### config.mk
export PLATFORM = sky130hd
export DESIGN_NAME = cmd_thread_regs
export DESIGN_NICKNAME = d
export VERILOG_FILES = /design/src/rtl/cte_pkg.sv /design/src/rtl/cte_ctrl.sv /design/src/rtl/cte_thread.sv /design/src/rtl/cte_datapath.sv /design/src/rtl/cmd_thread_regs.sv
export SDC_FILE = /design/constraint.sdc
export NUM_CORES = 1
export LEC_CHECK = 0
export BUFFER_PORTS_ARGS = -buffer_cell sky130_fd_sc_hd__buf_2
export CORE_UTILIZATION = 50
export DETAILED_ROUTE_END_ITERATION = 12
export GPL_ROUTABILITY_DRIVEN = 0
export GPL_TIMING_DRIVEN = 0
export PLACE_DENSITY = 0.76
export SLEW_MARGIN = 20
export SYNTH_ARGS = -nofsm -noshare
export SYNTH_HDL_FRONTEND = slang
export SYNTH_HIERARCHICAL = 1
export SYNTH_SLANG_ARGS = --single-unit
### constraint.sdc
create_clock -name clk -period 2.08 [get_ports clk]
set_clock_uncertainty 0.05 [all_clocks]
set_input_delay 0.104 -clock clk [delete_from_list [all_inputs] [get_ports clk]]
set_output_delay 0.104 -clock clk [all_outputs]
set_load 0.01 [all_outputs]
### src/rtl/cte_pkg.sv
package cte_pkg;
  localparam int THR_SEL_W = 8;
  localparam int IRQ_W = 5;
  localparam logic [IRQ_W-1:0] IRQ_LIVE_MASK = 5'h13;

  typedef enum logic [3:0] {
    SEL_NONE, SEL_WARM, SEL_EN, SEL_SUSP, SEL_STAT, SEL_IRQ, SEL_IRQEN,
    SEL_PC, SEL_END, SEL_CFG, SEL_GIRQ, SEL_GEXEC, SEL_SLOT
  } regSel_e;

  typedef struct packed {
    logic wr;
    logic rd;
    regSel_e sel;
    logic [THR_SEL_W-1:0] thr;
  } strobe_t;
endpackage

### src/rtl/cte_ctrl.sv
module cte_ctrl
  import cte_pkg::*;
#(
  parameter int ADDR_W = 12,
  parameter int NUM_THREADS = 3
) (
  input  logic              busWrEn,
  input  logic              busRdEn,
  input  logic [ADDR_W-1:0] busAddr,
  output strobe_t           stb
);
  localparam int WIN_W = ADDR_W - 7;
  localparam logic [WIN_W-1:0] FIRST_WIN = WIN_W'(2);

  logic [WIN_W-1:0] winNum;
  logic [6:0] winOff;
  logic [WIN_W-1:0] thrNum;

  assign winNum = busAddr[ADDR_W-1:7];
  assign winOff = busAddr[6:0];
  assign thrNum = winNum - FIRST_WIN;

  always_comb begin
    stb.wr = busWrEn;
    stb.rd = busRdEn;
    stb.sel = SEL_NONE;
    stb.thr = '0;
    if (winNum == '0) begin
      unique case (winOff)
        7'h10: stb.sel = SEL_GIRQ;
        7'h18: stb.sel = SEL_GEXEC;
        7'h30: stb.sel = SEL_SLOT;
        default: stb.sel = SEL_NONE;
      endcase
    end else if (winNum >= FIRST_WIN && 32'(thrNum) < NUM_THREADS) begin
      stb.thr = THR_SEL_W'(thrNum);
      unique case (winOff)
        7'h00: stb.sel = SEL_WARM;
        7'h04: stb.sel = SEL_EN;
        7'h08: stb.sel = SEL_SUSP;
        7'h0C: stb.sel = SEL_STAT;
        7'h10: stb.sel = SEL_IRQ;
        7'h14: stb.sel = SEL_IRQEN;
        7'h20: stb.sel = SEL_PC;
        7'h24: stb.sel = SEL_END;
        7'h40: stb.sel = SEL_CFG;
        default: stb.sel = SEL_NONE;
      endcase
    end
  end
endmodule

### src/rtl/cte_thread.sv
module cte_thread
  import cte_pkg::*;
#(
  parameter int PC_W = 32,
  parameter int RESET_CYCLES = 4
) (
  input  logic            clk,
  input  logic            rstN,
  input  regSel_e         wrSel,
  input  regSel_e         rdSel,
  input  logic [31:0]     wrData,
  input  logic            coreHalted,
  input  logic            corePcWe,
  input  logic [PC_W-1:0] corePcNext,
  input  logic            evtDone,
  input  logic            evtInstrErr,
  input  logic            evtBusErr,
  output logic            run,
  output logic            flush,
  output logic            resetBusy,
  output logic [PC_W-1:0] pcOut,
  output logic [PC_W-1:0] endOut,
  output logic [2:0]      prioOut,
  output logic            irqPending,
  output logic [31:0]     rdData
);
  localparam int CNT_W = $clog2(RESET_CYCLES + 1);

  logic enableReg, suspReq, suspended;
  logic [CNT_W-1:0] rstCnt;
  logic [PC_W-1:0] pcReg, endReg;
  logic [2:0] prioReg;
  logic [IRQ_W-1:0] irqStat, irqEn, evtVec;

  assign evtVec = {evtBusErr, 2'b00, evtInstrErr, evtDone};
  assign resetBusy = (rstCnt != '0);

  always_ff @(posedge clk or negedge rstN) begin
    if (!rstN) begin
      enableReg <= 1'b0;
      suspReq <= 1'b0;
      rstCnt <= '0;
      pcReg <= '0;
      endReg <= '0;
      prioReg <= '0;
      irqStat <= '0;
      irqEn <= '0;
      flush <= 1'b0;
    end else begin
      flush <= (wrSel == SEL_PC);
      if (resetBusy) rstCnt <= rstCnt - CNT_W'(1);
      else if (wrSel == SEL_WARM && wrData[0]) rstCnt <= CNT_W'(RESET_CYCLES);
      if (resetBusy) begin
        enableReg <= 1'b0;
        suspReq <= 1'b0;
        irqStat <= '0;
      end else begin
        if (wrSel == SEL_EN) enableReg <= wrData[0];
        if (wrSel == SEL_SUSP) suspReq <= wrData[0];
        irqStat <= ((wrSel == SEL_IRQ) ? (irqStat & wrData[IRQ_W-1:0]) : irqStat) | evtVec;
      end
      if (wrSel == SEL_PC) pcReg <= wrData[PC_W-1:0];
      else if (corePcWe) pcReg <= corePcNext;
      if (wrSel == SEL_END) endReg <= wrData[PC_W-1:0];
      if (wrSel == SEL_CFG) prioReg <= wrData[2:0];
      if (wrSel == SEL_IRQEN) irqEn <= wrData[IRQ_W-1:0] & IRQ_LIVE_MASK;
    end
  end

  assign run = enableReg & ~suspReq & ~resetBusy & (pcReg != endReg);
  assign suspended = ~enableReg | (suspReq & coreHalted);
  assign irqPending = |(irqStat & irqEn);
  assign pcOut = pcReg;
  assign endOut = endReg;
  assign prioOut = prioReg;

  always_comb begin
    rdData = '0;
    unique case (rdSel)
      SEL_WARM:  rdData = {31'b0, resetBusy};
      SEL_EN:    rdData = {31'b0, enableReg};
      SEL_SUSP:  rdData = {31'b0, suspReq};
      SEL_STAT:  rdData = {30'b0, suspended, run};
      SEL_IRQ:   rdData = {27'b0, irqStat};
      SEL_IRQEN: rdData = {27'b0, irqEn};
      SEL_PC:    rdData = 32'(pcReg);
      SEL_END:   rdData = 32'(endReg);
      SEL_CFG:   rdData = {29'b0, prioReg};
      default:   rdData = '0;
    endcase
  end

  assert_flush_after_pc_write_R7: assert property (@(posedge clk) disable iff (!rstN)
    (wrSel == SEL_PC) |=> (flush && pcReg == $past(wrData[PC_W-1:0])));
  assert_reset_drops_enable_R3: assert property (@(posedge clk) disable iff (!rstN)
    resetBusy |=> !enableReg);
  assert_no_run_at_end_R4: assert property (@(posedge clk) disable iff (!rstN)
    (pcReg == endReg) |-> !run);
  assert_pause_confirmed_R5: assert property (@(posedge clk) disable iff (!rstN)
    (enableReg && suspended) |-> (suspReq && coreHalted));
  assert_done_bit_needs_event_R6: assert property (@(posedge clk) disable iff (!rstN)
    $rose(irqStat[0]) |-> $past(evtDone));
endmodule

### src/rtl/cte_datapath.sv
module cte_datapath
  import cte_pkg::*;
#(
  parameter int NUM_THREADS = 3,
  parameter int PC_W = 32,
  parameter int RESET_CYCLES = 4,
  parameter logic [31:0] SLOT_RESET = 32'h3200
) (
  input  logic                        clk,
  input  logic                        rstN,
  input  strobe_t                     stb,
  input  logic [31:0]                 wrData,
  output logic [31:0]                 rdData,
  output logic [NUM_THREADS-1:0]      runVec,
  output logic [NUM_THREADS-1:0]      flushVec,
  output logic [NUM_THREADS-1:0]      resetVec,
  output logic [NUM_THREADS*PC_W-1:0] pcVec,
  output logic [NUM_THREADS*PC_W-1:0] endVec,
  output logic [NUM_THREADS*3-1:0]    prioVec,
  output logic [31:0]                 slotOut,
  input  logic [NUM_THREADS-1:0]      coreHalted,
  input  logic [NUM_THREADS-1:0]      corePcWe,
  input  logic [NUM_THREADS*PC_W-1:0] corePcNext,
  input  logic [NUM_THREADS-1:0]      evtDone,
  input  logic [NUM_THREADS-1:0]      evtInstrErr,
  input  logic [NUM_THREADS-1:0]      evtBusErr,
  output logic                        irqAny
);
  localparam int SUM_W = 16;

  logic [NUM_THREADS-1:0] pendVec;
  logic [31:0] thrRd [NUM_THREADS];
  logic [31:0] slotReg, rdNext, rdThread;
  logic [SUM_W-1:0] summary;
  logic isGlobal;

  assign isGlobal = (stb.sel == SEL_GIRQ) || (stb.sel == SEL_GEXEC) || (stb.sel == SEL_SLOT);

  for (genvar t = 0; t < NUM_THREADS; t++) begin : g_thr
    regSel_e wrSelT;
    assign wrSelT = (stb.wr && !isGlobal && stb.thr == THR_SEL_W'(t)) ? stb.sel : SEL_NONE;
    cte_thread #(.PC_W(PC_W), .RESET_CYCLES(RESET_CYCLES)) u_thr (
      .clk(clk), .rstN(rstN), .wrSel(wrSelT), .rdSel(stb.sel), .wrData(wrData),
      .coreHalted(coreHalted[t]), .corePcWe(corePcWe[t]),
      .corePcNext(corePcNext[t*PC_W +: PC_W]),
      .evtDone(evtDone[t]), .evtInstrErr(evtInstrErr[t]), .evtBusErr(evtBusErr[t]),
      .run(runVec[t]), .flush(flushVec[t]), .resetBusy(resetVec[t]),
      .pcOut(pcVec[t*PC_W +: PC_W]), .endOut(endVec[t*PC_W +: PC_W]),
      .prioOut(prioVec[t*3 +: 3]), .irqPending(pendVec[t]), .rdData(thrRd[t])
    );
  end

  always_comb begin
    summary = '1;
    for (int t = 0; t < NUM_THREADS; t++) summary[t] = ~pendVec[t];
  end
  assign irqAny = |pendVec;

  always_ff @(posedge clk or negedge rstN) begin
    if (!rstN) slotReg <= SLOT_RESET;
    else if (stb.wr && stb.sel == SEL_SLOT) slotReg <= wrData;
  end
  assign slotOut = slotReg;

  always_comb begin
    rdThread = '0;
    for (int t = 0; t < NUM_THREADS; t++)
      if (stb.thr == THR_SEL_W'(t)) rdThread = thrRd[t];
  end

  always_comb begin
    unique case (stb.sel)
      SEL_NONE:  rdNext = '0;
      SEL_GIRQ:  rdNext = {16'b0, summary};
      SEL_GEXEC: rdNext = {|runVec, 31'b0};
      SEL_SLOT:  rdNext = slotReg;
      default:   rdNext = rdThread;
    endcase
  end

  always_ff @(posedge clk or negedge rstN) begin
    if (!rstN) rdData <= '0;
    else if (stb.rd) rdData <= rdNext;
  end

  assert_idle_summary_quiet_R8: assert property (@(posedge clk) disable iff (!rstN)
    (summary == '1) |-> !irqAny);
  assert_reset_blocks_run_R3: assert property (@(posedge clk) disable iff (!rstN)
    ((resetVec & runVec) == '0));
endmodule

### src/rtl/cmd_thread_regs.sv
module cmd_thread_regs
  import cte_pkg::*;
#(
  parameter int ADDR_W = 12,
  parameter int NUM_THREADS = 3,
  parameter int PC_W = 32,
  parameter int RESET_CYCLES = 4,
  parameter logic [31:0] SLOT_RESET = 32'h3200
) (
  input  logic                        clk,
  input  logic                        rstN,
  input  logic                        busWrEn,
  input  logic                        busRdEn,
  input  logic [ADDR_W-1:0]           busAddr,
  input  logic [31:0]                 busWrData,
  output logic [31:0]                 busRdData,
  output logic [NUM_THREADS-1:0]      coreRun,
  output logic [NUM_THREADS-1:0]      coreFlush,
  output logic [NUM_THREADS-1:0]      coreReset,
  output logic [NUM_THREADS*PC_W-1:0] threadPc,
  output logic [NUM_THREADS*PC_W-1:0] threadEnd,
  output logic [NUM_THREADS*3-1:0]    threadPrio,
  output logic [31:0]                 slotCycles,
  input  logic [NUM_THREADS-1:0]      coreHalted,
  input  logic [NUM_THREADS-1:0]      corePcWe,
  input  logic [NUM_THREADS*PC_W-1:0] corePcNext,
  input  logic [NUM_THREADS-1:0]      evtDone,
  input  logic [NUM_THREADS-1:0]      evtInstrErr,
  input  logic [NUM_THREADS-1:0]      evtBusErr,
  output logic                        irqAny
);
  strobe_t stb;

  cte_ctrl #(.ADDR_W(ADDR_W), .NUM_THREADS(NUM_THREADS)) u_ctrl (
    .busWrEn(busWrEn), .busRdEn(busRdEn), .busAddr(busAddr), .stb(stb)
  );

  cte_datapath #(.NUM_THREADS(NUM_THREADS), .PC_W(PC_W), .RESET_CYCLES(RESET_CYCLES),
                 .SLOT_RESET(SLOT_RESET)) u_dp (
    .clk(clk), .rstN(rstN), .stb(stb), .wrData(busWrData), .rdData(busRdData),
    .runVec(coreRun), .flushVec(coreFlush), .resetVec(coreReset),
    .pcVec(threadPc), .endVec(threadEnd), .prioVec(threadPrio), .slotOut(slotCycles),
    .coreHalted(coreHalted), .corePcWe(corePcWe), .corePcNext(corePcNext),
    .evtDone(evtDone), .evtInstrErr(evtInstrErr), .evtBusErr(evtBusErr), .irqAny(irqAny)
  );
endmodule

-- Word-level counts from Yosys, hierarchy flattened
Index checks and enable logic that the tools add are counted.
- add/sub/neg operators: 4
- order comparisons: 2
- equal/unequal tests: 51
- muxes and demuxes: 45
- bitwise gates (word level): 36
- reductions and logical operators: 36
- operators by type and width (operator ; count):
    32-bit one-hot mux with 9 select lines ; 3
    32-bit two-way mux ; 9
    32-bit one-hot mux with 4 select lines ; 1
    32-bit != test ; 3
    4-bit by 3-bit equality test with 1-bit output (second input constant) ; 13
    4-bit equality test (second input constant) ; 11
    4-bit one-hot mux with 9 select lines ; 1
    4-bit by 2-bit equality test with 1-bit output (second input constant) ; 8
    5-bit AND ; 6
    5-bit two-way mux ; 6
    2-bit nonzero test ; 12
    7-bit by 5-bit equality test with 1-bit output (second input constant) ; 3
    7-bit by 6-bit equality test with 1-bit output (second input constant) ; 3
    3-bit two-way mux ; 6
    4-bit by 1-bit equality test with 1-bit output (second input constant) ; 4
    4-bit two-way mux ; 4
    5-bit OR ; 3
    15-bit OR reduction ; 1
    5-bit OR reduction ; 3
    7-bit by 4-bit equality test with 1-bit output (second input constant) ; 2
    1-bit AND ; 12
    1-bit two-way mux ; 12
    12-bit two-way mux ; 1
    1-bit NOT ; 12
    other kinds (20) ; 35
- bits in registers: 307
- input bits: 159
- output and inout port bits: 275

-- Logic depth before layout (Yosys ltp)
Gate-level depths: netlist of run 1.
- depth after elaboration: 16
- depth in mapped cells: 18

-- Cells and area by module
The synthesis of run 1 kept the hierarchy.
- by module, submodules not included (module ; times used ; cells an instance ; area each (um^2) ; sequential area each (um^2)):
    cte_thread ; 3 ; 385 ; 4321.6 ; 2026.9
    cte_datapath ; 1 ; 370 ; 3619.7 ; 1605.3
    cte_ctrl ; 1 ; 60 ; 372.9 ; 0.0

-- Worst setup path after synthesis of run 1
OpenSTA, ideal clock, no wires.
- path kind: input-to-reg
- start: input port busAddr[8]
- end: register u_dp.g_thr[0].u_thr.pcReg[24]
- arrival: 3485 ps
- data required time: 1907 ps
- path slack: -1578 ps
- stages: 15
- path buffers: 3
- cell sequence: inv_1 > ha_1 > o31a_1 > nor3_2 > a21o_1 > nor3b_1 > o21a_1 > clkbuf_1 > nor4_1 > and2b_1 > nand3_1 > buf_4 > buf_6 > nor2_1 > a21oi_1
- RTL lines (element ; line ; text):
    from (decl) ; cmd_thread_regs.sv:14 ; input logic [ADDR_W-1:0] busAddr,
    to (signal assigned) ; cte_thread.sv:62 ; if (wrSel == SEL_PC) pcReg <= wrData[PC_W-1:0];
    to (signal assigned) ; cte_thread.sv:63 ; else if (corePcWe) pcReg <= corePcNext;
    to (decl) ; cte_thread.sv:31 ; logic [PC_W-1:0] pcReg, endReg;

==> results of run 1 <==
## worst max-delay path: stages
cell       delay, ps
buf_8            100
or2_4            260
o31a_1           330
nor3_4           360
a31oi_4          160
nand2_4          120
nor2b_2           50
o21a_1           200
clkbuf_16        170
nor4b_4          390
and2_4           240
and2b_1          210
nand3_2          120
buf_12           180
buf_8            130
buf_8            130
a21oi_2           50
## flip-flops by register name, indices dropped and copies added, names as in the netlist
name / count
u_dp/g_thr.u_thr/endOut: 96
u_dp/g_thr.u_thr/pcOut: 96
u_dp/rdData: 32
u_dp/slotOut: 32
u_dp/g_thr.u_thr/irqStat: 15
u_dp/g_thr.u_thr/irqEn: 9
u_dp/g_thr.u_thr/prioOut: 9
u_dp/g_thr.u_thr/rstCnt: 9
u_dp/g_thr.u_thr/enableReg: 3
u_dp/g_thr.u_thr/flush: 3
u_dp/g_thr.u_thr/suspReq: 3
## layout make-up
class | count | area [um^2] | area share [%]
timing repair buffer | 624 | 4330 | 17.9
buffer | 104 | 917 | 3.78
inverter | 45 | 169 | 0.696
clock buffer | 48 | 985 | 4.06
sequential | 307 | 7690 | 31.7
tap | 448 | 561 | 2.31
antenna | 2 | 5.00 | 0.0206
clock inverter | 13 | 169 | 0.696
multi-input combinational | 1134 | 9440 | 38.9
## cell usage after synthesis (18+ instances only)
cell	count
nand2_1	56
mux2_2	149
nand3_1	18
xor2_1	97
a21oi_1	128
nor4_1	34
buf_4	25
buf_2	24
nor2_1	155
mux2i_1	105
inv_1	38
clkbuf_1	26
a22o_1	87
buf_6	28
dfrtp_1	304
o221ai_1	31
o21ai_0	56
## what timing repair did
item,in CTS,in global routing
pin swaps,21,18
cloned,10,2
gates resized for setup,143,50
setup buffers,32,19
endpoints found under the setup margin,304,304
hold buffers,135,0
hold endpoints to repair,412,0
## per-layer routing
layer  wire [um]  vias up
met5           0        -
met3        6980      287
met4        4710        0
met1       27200     8200
met2       32600     1155
li1            -     7141
## path summary, 6_finish.rpt
| kind | start | endpoint | slack, ps | depth (start not counted) |
|---|---|---|---|---|
| max | busAddr[8] | u_dp/g_thr[2].u_thr/pcOut[30]$_DFFE_PN0P_ | -900 | 17 |
| min | corePcWe[2] | u_dp/g_thr[2].u_thr/pcOut[0]$_DFFE_PN0P_ | 20 | 3 |
| max reg2reg | u_dp/g_thr[0].u_thr/endOut[18]$_DFFE_PN0N_ | u_dp/rdData[31]$_DFFE_PN0P_ | -540 | 9 |
| min reg2reg | u_dp/rdData[19]$_DFFE_PN0P_ | u_dp/rdData[19]$_DFFE_PN0P_ | 460 | 2 |
| max in group asynchronous | rstN | u_dp/g_thr[0].u_thr/pcOut[8]$_DFFE_PN0P_ | 680 | 4 |
| min in group asynchronous | rstN | u_dp/g_thr[2].u_thr/endOut[19]$_DFFE_PN0N_ | 60 | 2 |
## cell families after synthesis
| group | Yosys count | synth area share (%) |
|---|---|---|
| adder cells (fa/ha/maj) | 3 | 0.207 |
| XOR/XNOR | 98 | 5.06 |
| other | 1 | 0.0221 |
| flip-flops | 307 | 45.3 |
| multiplexers | 257 | 16.5 |
| AO/OA/AOI/OAI | 386 | 15.6 |
| AND/OR/NAND/NOR | 382 | 11.9 |
| buffers and inverters | 151 | 5.38 |
## power groups by stage
stage	registers, W	logic [W]	clock network, W
finish	0.00655	0.00197	0.00638
global route	0.00655	0.00209	0.00664
CTS	0.00652	0.00188	0.00636
detailed placement	0.00662	0.00161	0
global placement	0.00661	0.00156	0
floorplan	0.00661	0.000661	0
## through the flow
stage                     hold WS, ps  power (W)  setup TNS (ps)
after floorplan                  -242    0.00727         -219800
after detailed placement         22.9    0.00823         -420230
after global placement            290    0.00817        -1870180
final                            23.5     0.0149         -206320
after global routing             23.6     0.0153         -231730
after CTS                        9.73     0.0147         -189810
==> metrics.txt, run 1 <==
area of the die 34,700 um^2; Top FF cell, synth dfrtp_1; number of global-route vias before repair roughly 16,000; design area ~24,000 um^2; Reg power frac between 40% and 50%; Gate power share a little over an eighth; DP Area 20,300 um^2; period utilization 143%; CTS tree yes; post-DP HPWL 49.8 mm; Post-synth ARST share 100%; Leakage around 12 nW; Syn Area/Cell roughly 11 um^2; wire length per cell after detailed routing approximately 26 um; final worst setup slack -897 ps; Worst slew margin between 40 and 50%; Initial Util around half; nets ~2,400; most frequent cells in the layout buf_2 (443), dfrtp_1 (304), dlygate4sd3_1 (135), nor2_1 (122), mux2_2 (111); worst-path maximum fanout 8; core area between 30,000 and 40,000 um^2; Worst setup EP type register; Pint between 0.01 and 0.015 W; Slew @ Worst Pin approximately 790 ps; pre-CTS WS -1710 ps; detail-routed via count per cell 6.16; post-synth top area cell dfrtp_1; ranking of synthesized cells by area dfrtp_1 (45%), mux2_2 (9.9%), mux2i_1 (6.2%); final cell count without fillers roughly 2,700; Core Util, Final 72.5%; number of synthesized flops with an enable pin 0; Die Wd 186 um; Critical Path RT between 2000 and 2500 ps; synth warn 6; Total GRT Usage about 40%; DR vias about 17,000; Worst VDD drop around 570 uV; first-pass GRT wire length 102 mm; Placement Rows between 60 and 70; Top Usage Layer GRT met2; Placed Cells 2,467; failing checks negative setup slack; sequential area share after synthesis 45.3%; DRT iter0 DRCs 1,529; switching share of power 27.3%; Clock Power Share a little over two fifths; crit start category input pin; post-synth cell types about 70; TritonCTS buffer count 35; Synth Register Bits roughly 310; Clock transition at path regs ~60 ps; M2 GR Usage roughly 63%; RSZ-0062 raised after global routing yes; H-tree depth 2; pwr dens ~610 nW/um^2; Clock Path Buffers 3; commonest non-fill, non-tap cell in the layout buf_2; f_max 336 MHz; max_cap viols 0; Final Max Tran Viols 0; Gate Count Post-Synth about 1,600; worst hold path type in2reg; M3 GR Usage 8.26%; final hold viol count 0; CP arrival ~3300 ps; root buffer cell clkbuf_16; IO buf count roughly 430; Detailed Routing Iterations Pass 1 7; FILL cells around 2,300; crit path time final around 3000 ps; worst skew pair latency around 530 ps; P_sw 0.00406 W; Die Y-Extent between 150 and 200 um; largest net degree at the start of global routing 89; kind of critical path in2reg; final setup fails between 300 and 400; Post-route DRC 0; Synth top area share approximately 45%; Sink Count 307; outcome finished with violations; ratio of cells with drive above 1 in the final layout ~43%; Syn Std Cell Area roughly 17,000 um^2; Area Growth Syn to Fin 43.1%; WL final a little over 70 mm; met1 usage a little over half; DRT antenna net count 0; global route overflow 0; initial antenna violation count 2; IO Pins roughly 430
Note: power is estimated with default switching activity, not from simulation.
==> inputs of run 2 (changes only) <==
- CELL_PAD_IN_SITES_DETAIL_PLACEMENT: default -> 0
- CELL_PAD_IN_SITES_GLOBAL_PLACEMENT: default -> 2
- CORE_UTILIZATION: 50 -> 34
- GPL_ROUTABILITY_DRIVEN: 0 -> 1
- PLACE_DENSITY: 0.76 -> default
- PLACE_DENSITY_LB_ADDON: default -> 0.1
- SETUP_SLACK_MARGIN: default -> 0.15
==> run 2 against run 1 <==
The run still ends with negative setup slack left. Die area rose by 47%. Sequential power barely moved. Critical path depth rose by 3. Sequential share of layout area fell by 4.3 points. Routed wire length rose by 14%. Flip-flop and latch count did not move. Global-route usage fell by 9.2 points. Setup slack improved by 45 ps. Cell count rose by 14%. Core utilization fell by 15 points. Largest cell class unchanged. Largest power group is now clock. Highest routed layer unchanged.
==> metrics.txt, run 2 (same netlist as run 1, synthesis figures left out) <==
outcome finished with violations; failing checks negative setup slack; nets roughly 2,600; H-tree depth 2; RSZ-0062 raised after global routing yes; R2R setup slack -430 ps; DRT iter0 DRCs around 1,200; Core Util, Final 57.5%; TritonCTS buffer count 38; IO Pins between 400 and 500; IO buf count between 400 and 500; core area ~49,000 um^2; Critical Path Max Stage Delay approximately 400 ps; largest net degree at the start of global routing 90; FF-to-FF Start u_dp/g_thr[1].u_thr/endOut[19]$_DFFE_PN0N_; Worst setup EP type register; Clock Path Buffers 3; initial antenna violation count 3; Routability Congestion 0.910; first-pass GRT wire length approximately 110 mm; root buffer cell clkbuf_16; Worst Setup EP u_dp/g_thr[2].u_thr/endOut[9]$_DFFE_PN0N_; pwr dens between 500 and 600 nW/um^2; worst hold path type in2reg; DP Area between 20,000 and 25,000 um^2; family with the most delay on the worst path simple AND/OR/NAND/NOR gates; Pint between 0.01 and 0.015 W; Critical Path Source busAddr[8]; ratio of cells with drive above 1 in the final layout between 50 and 60%; R2R cell count 9; commonest non-fill, non-tap cell in the layout buf_2; DR top layer met4; area of the die a little over 50,000 um^2; Clock Power Share between 40% and 50%; Leakage between 10 and 15 nW; max_cap viols 0; final worst setup slack -851 ps; P_sw 0.00434 W; period utilization 141%; slowest library cell on the worst path nor4b_4; kind of critical path in2reg; f_max 341 MHz; most frequent cells in the layout buf_2 (441), dfrtp_1 (278), dlygate4sd3_1 (139), buf_4 (123), mux2i_1 (105); design area between 20,000 and 30,000 um^2; Detailed Routing Iterations Pass 1 5; pre-CTS WS -1750 ps; DR vias 16,653; worst-path maximum fanout 7; crit start category input pin; Slew @ Worst Pin ~900 ps; FILL cells 4,314; wire length per cell after detailed routing about 26 um; post-DP HPWL around 60 mm; Total GRT Usage a little under a third; Clock transition at path regs around 60 ps; Crit path buffers/inverters 7; Critical Path RT 2460 ps; DR WL met3 roughly 4.2 mm; worst reg2reg endpoint u_dp/rdData[31]$_DFFE_PN0P_; Final Max Tran Viols 0; Die Wd roughly 230 um; Sink Count 307; met1 WL around 36 mm; Initial Util between 30% and 40%; met2 routed wirelength just under 40 mm; Area Growth Syn to Fin 66.3%; Worst slew margin 40.3%; switching share of power between 20% and 30%; DRT antenna net count 0; worst-path cell chain buf_8, inv_4, ha_4, and2_4, a211oi_4, nor3_4, buf_6, a31oi_4, nand2_4, nor3b_2, o21a_2, clkbuf_16, nor4b_4, and2_4, buf_6, nand2_4, nor2_4, buf_12, clkbuf_16, mux2_4; Post-route DRC 0; Worst path depth 20; detail-routed via count per cell 5.36; final setup fails ~300; global route overflow 0; Worst VDD drop ~560 uV; Die Y-Extent around 230 um; Reg power frac 42.1%; WL final 81.5 mm; worst skew pair latency 560 ps; crit path time final 2930 ps; Placement Rows 81; CP arrival 3310 ps; CTS tree yes; Gate power share between 10% and 20%; final hold viol count 0; number of global-route vias before repair 16,586
run 2: changes by cell type in the layout (fill, tap and decap cells not counted), moves of 21 or more:
cell / change
a22o_1: -31
a22o_4: +31
buf_4: +67
buf_6: +42
dfrtp_1: -26
dfrtp_2: +26
mux2_2: -42
mux2_4: +42
nor2_1: -37
nor2_2: +25
o221ai_1: -22
o221ai_2: +22
xor2_1: -21
run 2: metrics by stage:
| stage | hold slack (ps) | cells | total power [W] | setup TNS (ps) |
|---|---|---|---|---|
| finish | 13.5 | 3106 | 0.0156 | -203520 |
| global route | 26.9 | 3104 | 0.0161 | -232020 |
| CTS | 3.47 | 3037 | 0.0155 | -193920 |
| detailed placement | 4.03 | 2684 | 0.00831 | -441070 |
| global placement | 288 | 2680 | 0.00827 | -2087480 |
| floorplan | -242 | 1590 | 0.00727 | -219800 |
run 2: layout make-up:
type,count,area (um^2),share of cell area (%)
diodes,4,10.0,0.0355
flip-flops and latches,307,7720,27.4
repair buffers,778,6170,21.9
well taps,664,831,2.95
clock buffers,59,1150,4.08
plain buffers,106,1110,3.94
inverters,45,184,0.652
clock inverters,9,98.8,0.351
multi-input cells,1134,10900,38.7
run 2: tightest hold or removal path: stages:
cell and delay [ps]:
clkbuf_1 180, mux2i_1 190, a21oi_1 80
run 2: worst min-delay path by stage:
| stage | startpoint | to | slack [ps] | depth (start not counted) |
|---|---|---|---|---|
| after global routing | corePcWe[1] | u_dp/g_thr[1].u_thr/pcOut[1]$_DFFE_PN0P_ | 30 | 3 |
| after CTS | corePcWe[1] | u_dp/g_thr[1].u_thr/pcOut[1]$_DFFE_PN0P_ | 3 | 3 |
| final | corePcWe[2] | u_dp/g_thr[2].u_thr/pcOut[1]$_DFFE_PN0P_ | 10 | 3 |
| after floorplan | rstN | u_dp/g_thr[0].u_thr/enableReg$_DFFE_PN0P_ | -240 | 0 |
| after global placement | evtInstrErr[1] | u_dp/g_thr[1].u_thr/irqStat[1]$_DFF_PN0_ | 290 | 3 |
| after detailed placement | rstN | u_dp/g_thr[2].u_thr/prioOut[0]$_DFFE_PN0N_ | 4 | 1 |
run 2: timing repair:
item                       in CTS  in global routing
hold endpoints to repair      382                  0
gates resized for setup       372                262
pin swaps                      77                 96
hold buffers                  139                  0
gates cloned                   23                  3
setup endpoints to repair     305                305
buffers inserted              123                 62
run 2: power groups by stage:
stage | combinational (W) | sequential [W] | clock, W
CTS | 0.00209 | 0.00654 | 0.00689
global placement | 0.00163 | 0.00663 | 0
floorplan | 0.000661 | 0.00661 | 0
global route | 0.00239 | 0.00659 | 0.00712
finish | 0.00225 | 0.00657 | 0.00677
detailed placement | 0.00168 | 0.00664 | 0
run 2: per-layer routing:
| metal | vias to the layer above | global-route usage (%) |
|---|---|---|
| met5 | - | 0 |
| met4 | 0 | 9.46 |
| met3 | 96 | 4.21 |
| met2 | 587 | 50.5 |
| met1 | 8501 | 42.7 |
| li1 | 7469 | - |
==> inputs of run 3 (changes only) <==
- BUFFER_PORTS_ARGS: -buffer_cell sky130_fd_sc_hd__buf_2 -> default
- CORE_UTILIZATION: 34 -> 43
- DONT_BUFFER_PORTS: default -> 1
- clock period: 2.08 -> 3.68 ns (I/O delays scaled with it)
==> run 3 against run 2 <==
The run ends with negative hold slack, max-slew violations left. Via count decreased by 17%. Combinational power decreased by 70%. Flip-flop and latch count is the same.
==> metrics.txt, run 3 (same netlist as run 1, synthesis figures left out) <==
outcome finished with violations; failing checks negative hold slack, max-slew violations; detail-routed via count per cell 5.95; Worst slew margin -5.35%; worst skew pair latency 570 ps; wire length per cell after detailed routing around 30 um; Crit path top cell by count nand4_1; initial antenna violation count 7; CP arrival roughly 3700 ps; pre-CTS WS -980 ps; kind of critical path reg2reg; DR vias roughly 14,000; Final Max Tran Viols 100; root buffer cell clkbuf_16; most frequent cells in the layout dfrtp_1 (304), nor2_1 (155), mux2_2 (149), dlygate4sd3_1 (138), a21oi_1 (128); RSZ-0062 raised after global routing yes; ratio of cells with drive above 1 in the final layout about 20%; Worst setup EP type register; crit path time final ~3300 ps; f_max 305 MHz; CTS tree yes; final setup fails 0; largest net degree at the start of global routing just over 300; core area between 30,000 and 40,000 um^2; pwr dens around 400 nW/um^2; Pwr Total between 0.008 and 0.009 W; Die Wd roughly 200 um; area of the die approximately 40,000 um^2; H-tree depth 2; crit start category register; IO Pins ~430; worst-path cell chain xor2_1, nor4_1, nand4_1, nor2_1, nor4b_1, or3_1, nand4_1, a31o_2, o31ai_1; Routability Congestion approximately 0.92; Crit path buffers/inverters 0; Total GRT Usage 33.8%; Clock transition at path regs approximately 60 ps; family with the most delay on the worst path simple AND/OR/NAND/NOR gates; max_cap viols 0; WL final between 60 and 70 mm; worst-path maximum fanout 4; Leakage between 9 and 10 nW; TritonCTS buffer count 37; Die Y-Extent about 200 um; first-pass GRT wire length about 100 mm; Area Growth Syn to Fin 20.4%; Worst VDD drop roughly 300 uV; Post-route DRC 0; slowest library cell on the worst path nor4b_1; DRT iter0 DRCs 910; Detailed Routing Iterations Pass 1 5; post-DP HPWL roughly 52 mm; period utilization approximately 89%; IO buf count 0; Multi-input gate area between 8000 and 9000 um^2; Initial Util approximately 44%; commonest non-fill, non-tap cell in the layout dfrtp_1; global route overflow 0; Setup TNS 0 ps; FILL cells about 3,600; Core Util, Final 52.7%; register area a little under 8000 um^2; Clock Path Buffers 3; Critical Path RT roughly 4100 ps; R2R setup slack 400 ps; Sink Count around 310; number of global-route vias before repair around 14,000; DRT antenna net count 0; Placement Rows about 70; Slew @ Worst Pin 1580 ps; final hold viol count roughly 300; final worst setup slack between 400 and 500 ps; final hold slack -715 ps; Critical Path Max Stage Delay 1030 ps; nets just under 2,000; worst hold path type in2async
-- run 3: cell types whose count changed in the layout (fill, tap and decap cells not counted), moves of 41 or more --
| cell | before | now |
|---|---|---|
| buf_6 | 69 | 28 |
| buf_2 | 441 | 26 |
| buf_4 | 123 | 27 |
| o21ai_0 | 9 | 56 |
| mux2_2 | 69 | 149 |
| mux2_4 | 80 | 0 |
| a21oi_2 | 73 | 0 |
| nor2_1 | 85 | 155 |
| a21oi_1 | 53 | 128 |
-- run 3: layout make-up --
type | instances | share of cell area (%)
Multi-Input combinational cell | 1132 | 41.8
Sequential cell | 307 | 37.7
Timing Repair Buffer | 142 | 6.96
Clock buffer | 52 | 5.30
Buffer | 106 | 3.69
Tap cell | 518 | 3.18
Inverter | 45 | 0.828
Clock inverter | 12 | 0.546
Antenna cell | 3 | 0.0368
-- run 3: metal layers --
metal / vias up / part of all wire (%) / wire length [um] / track usage (%)
met5: - / 0.059 / 41 / 0
met4: 6 / 3.3 / 2300 / 12.4
met3: 104 / 9.6 / 6590 / 11.0
met2: 578 / 45 / 30800 / 52.0
met1: 6924 / 42 / 29300 / 44.4
li1: 6171 / - / - / -
-- run 3: final timing paths --
| kind | cells after the start | startpoint | endpoint |
|---|---|---|---|
| min | 0 | rstN | u_dp/g_thr[0].u_thr/prioOut[1]$_DFFE_PN0N_ |
| max | 9 | u_dp/g_thr[0].u_thr/endOut[23]$_DFFE_PN0N_ | u_dp/rdData[31]$_DFFE_PN0P_ |
| min reg2reg | 1 | u_dp/g_thr[1].u_thr/irqStat[2]$_DFFE_PN0P_ | u_dp/g_thr[1].u_thr/irqStat[2]$_DFFE_PN0P_ |
| max reg2reg | 9 | u_dp/g_thr[0].u_thr/endOut[23]$_DFFE_PN0N_ | u_dp/rdData[31]$_DFFE_PN0P_ |
| max in group asynchronous | 0 | rstN | u_dp/g_thr[1].u_thr/enableReg$_DFFE_PN0P_ |
| min in group clk | 3 | corePcWe[1] | u_dp/g_thr[1].u_thr/pcOut[0]$_DFFE_PN0P_ |
-- run 3: what timing repair did --
action	in CTS	in global routing
endpoints found under the setup margin	220	228
setup buffers	0	2
pin swaps	0	2
resized for setup	9	24
hold endpoints to repair	573	313
hold buffers	135	4
-- run 3: power by group --
group / internal, W / total (W) / switching [W]
sequential: 0.00350 / 0.00379 / 0.000291
clock: 0.00212 / 0.00366 / 0.00153
combinational: 0.000305 / 0.000670 / 0.000365
-- run 3: worst reg2reg max path, stage by stage (launching register included) --
cell and delay (ps):
dfrtp_1 460, xor2_1 420, nor4_1 190, nand4_1 110
nor2_1 120, nor4b_1 1030, or3_1 240, nand4_1 200
a31o_2 300, o31ai_1 60
-- run 3: stage by stage --
| step | std cells | cell area (um^2) |
|---|---|---|
| 2_1_floorplan | 1590 | 17000 |
| 3_3_place_gp | 2108 | 17600 |
| 3_5_place_dp | 2109 | 17700 |
| 4_1_cts | 2308 | 20300 |
| 5_1_grt | 2315 | 20400 |
| 6_report | 2317 | 20400 |
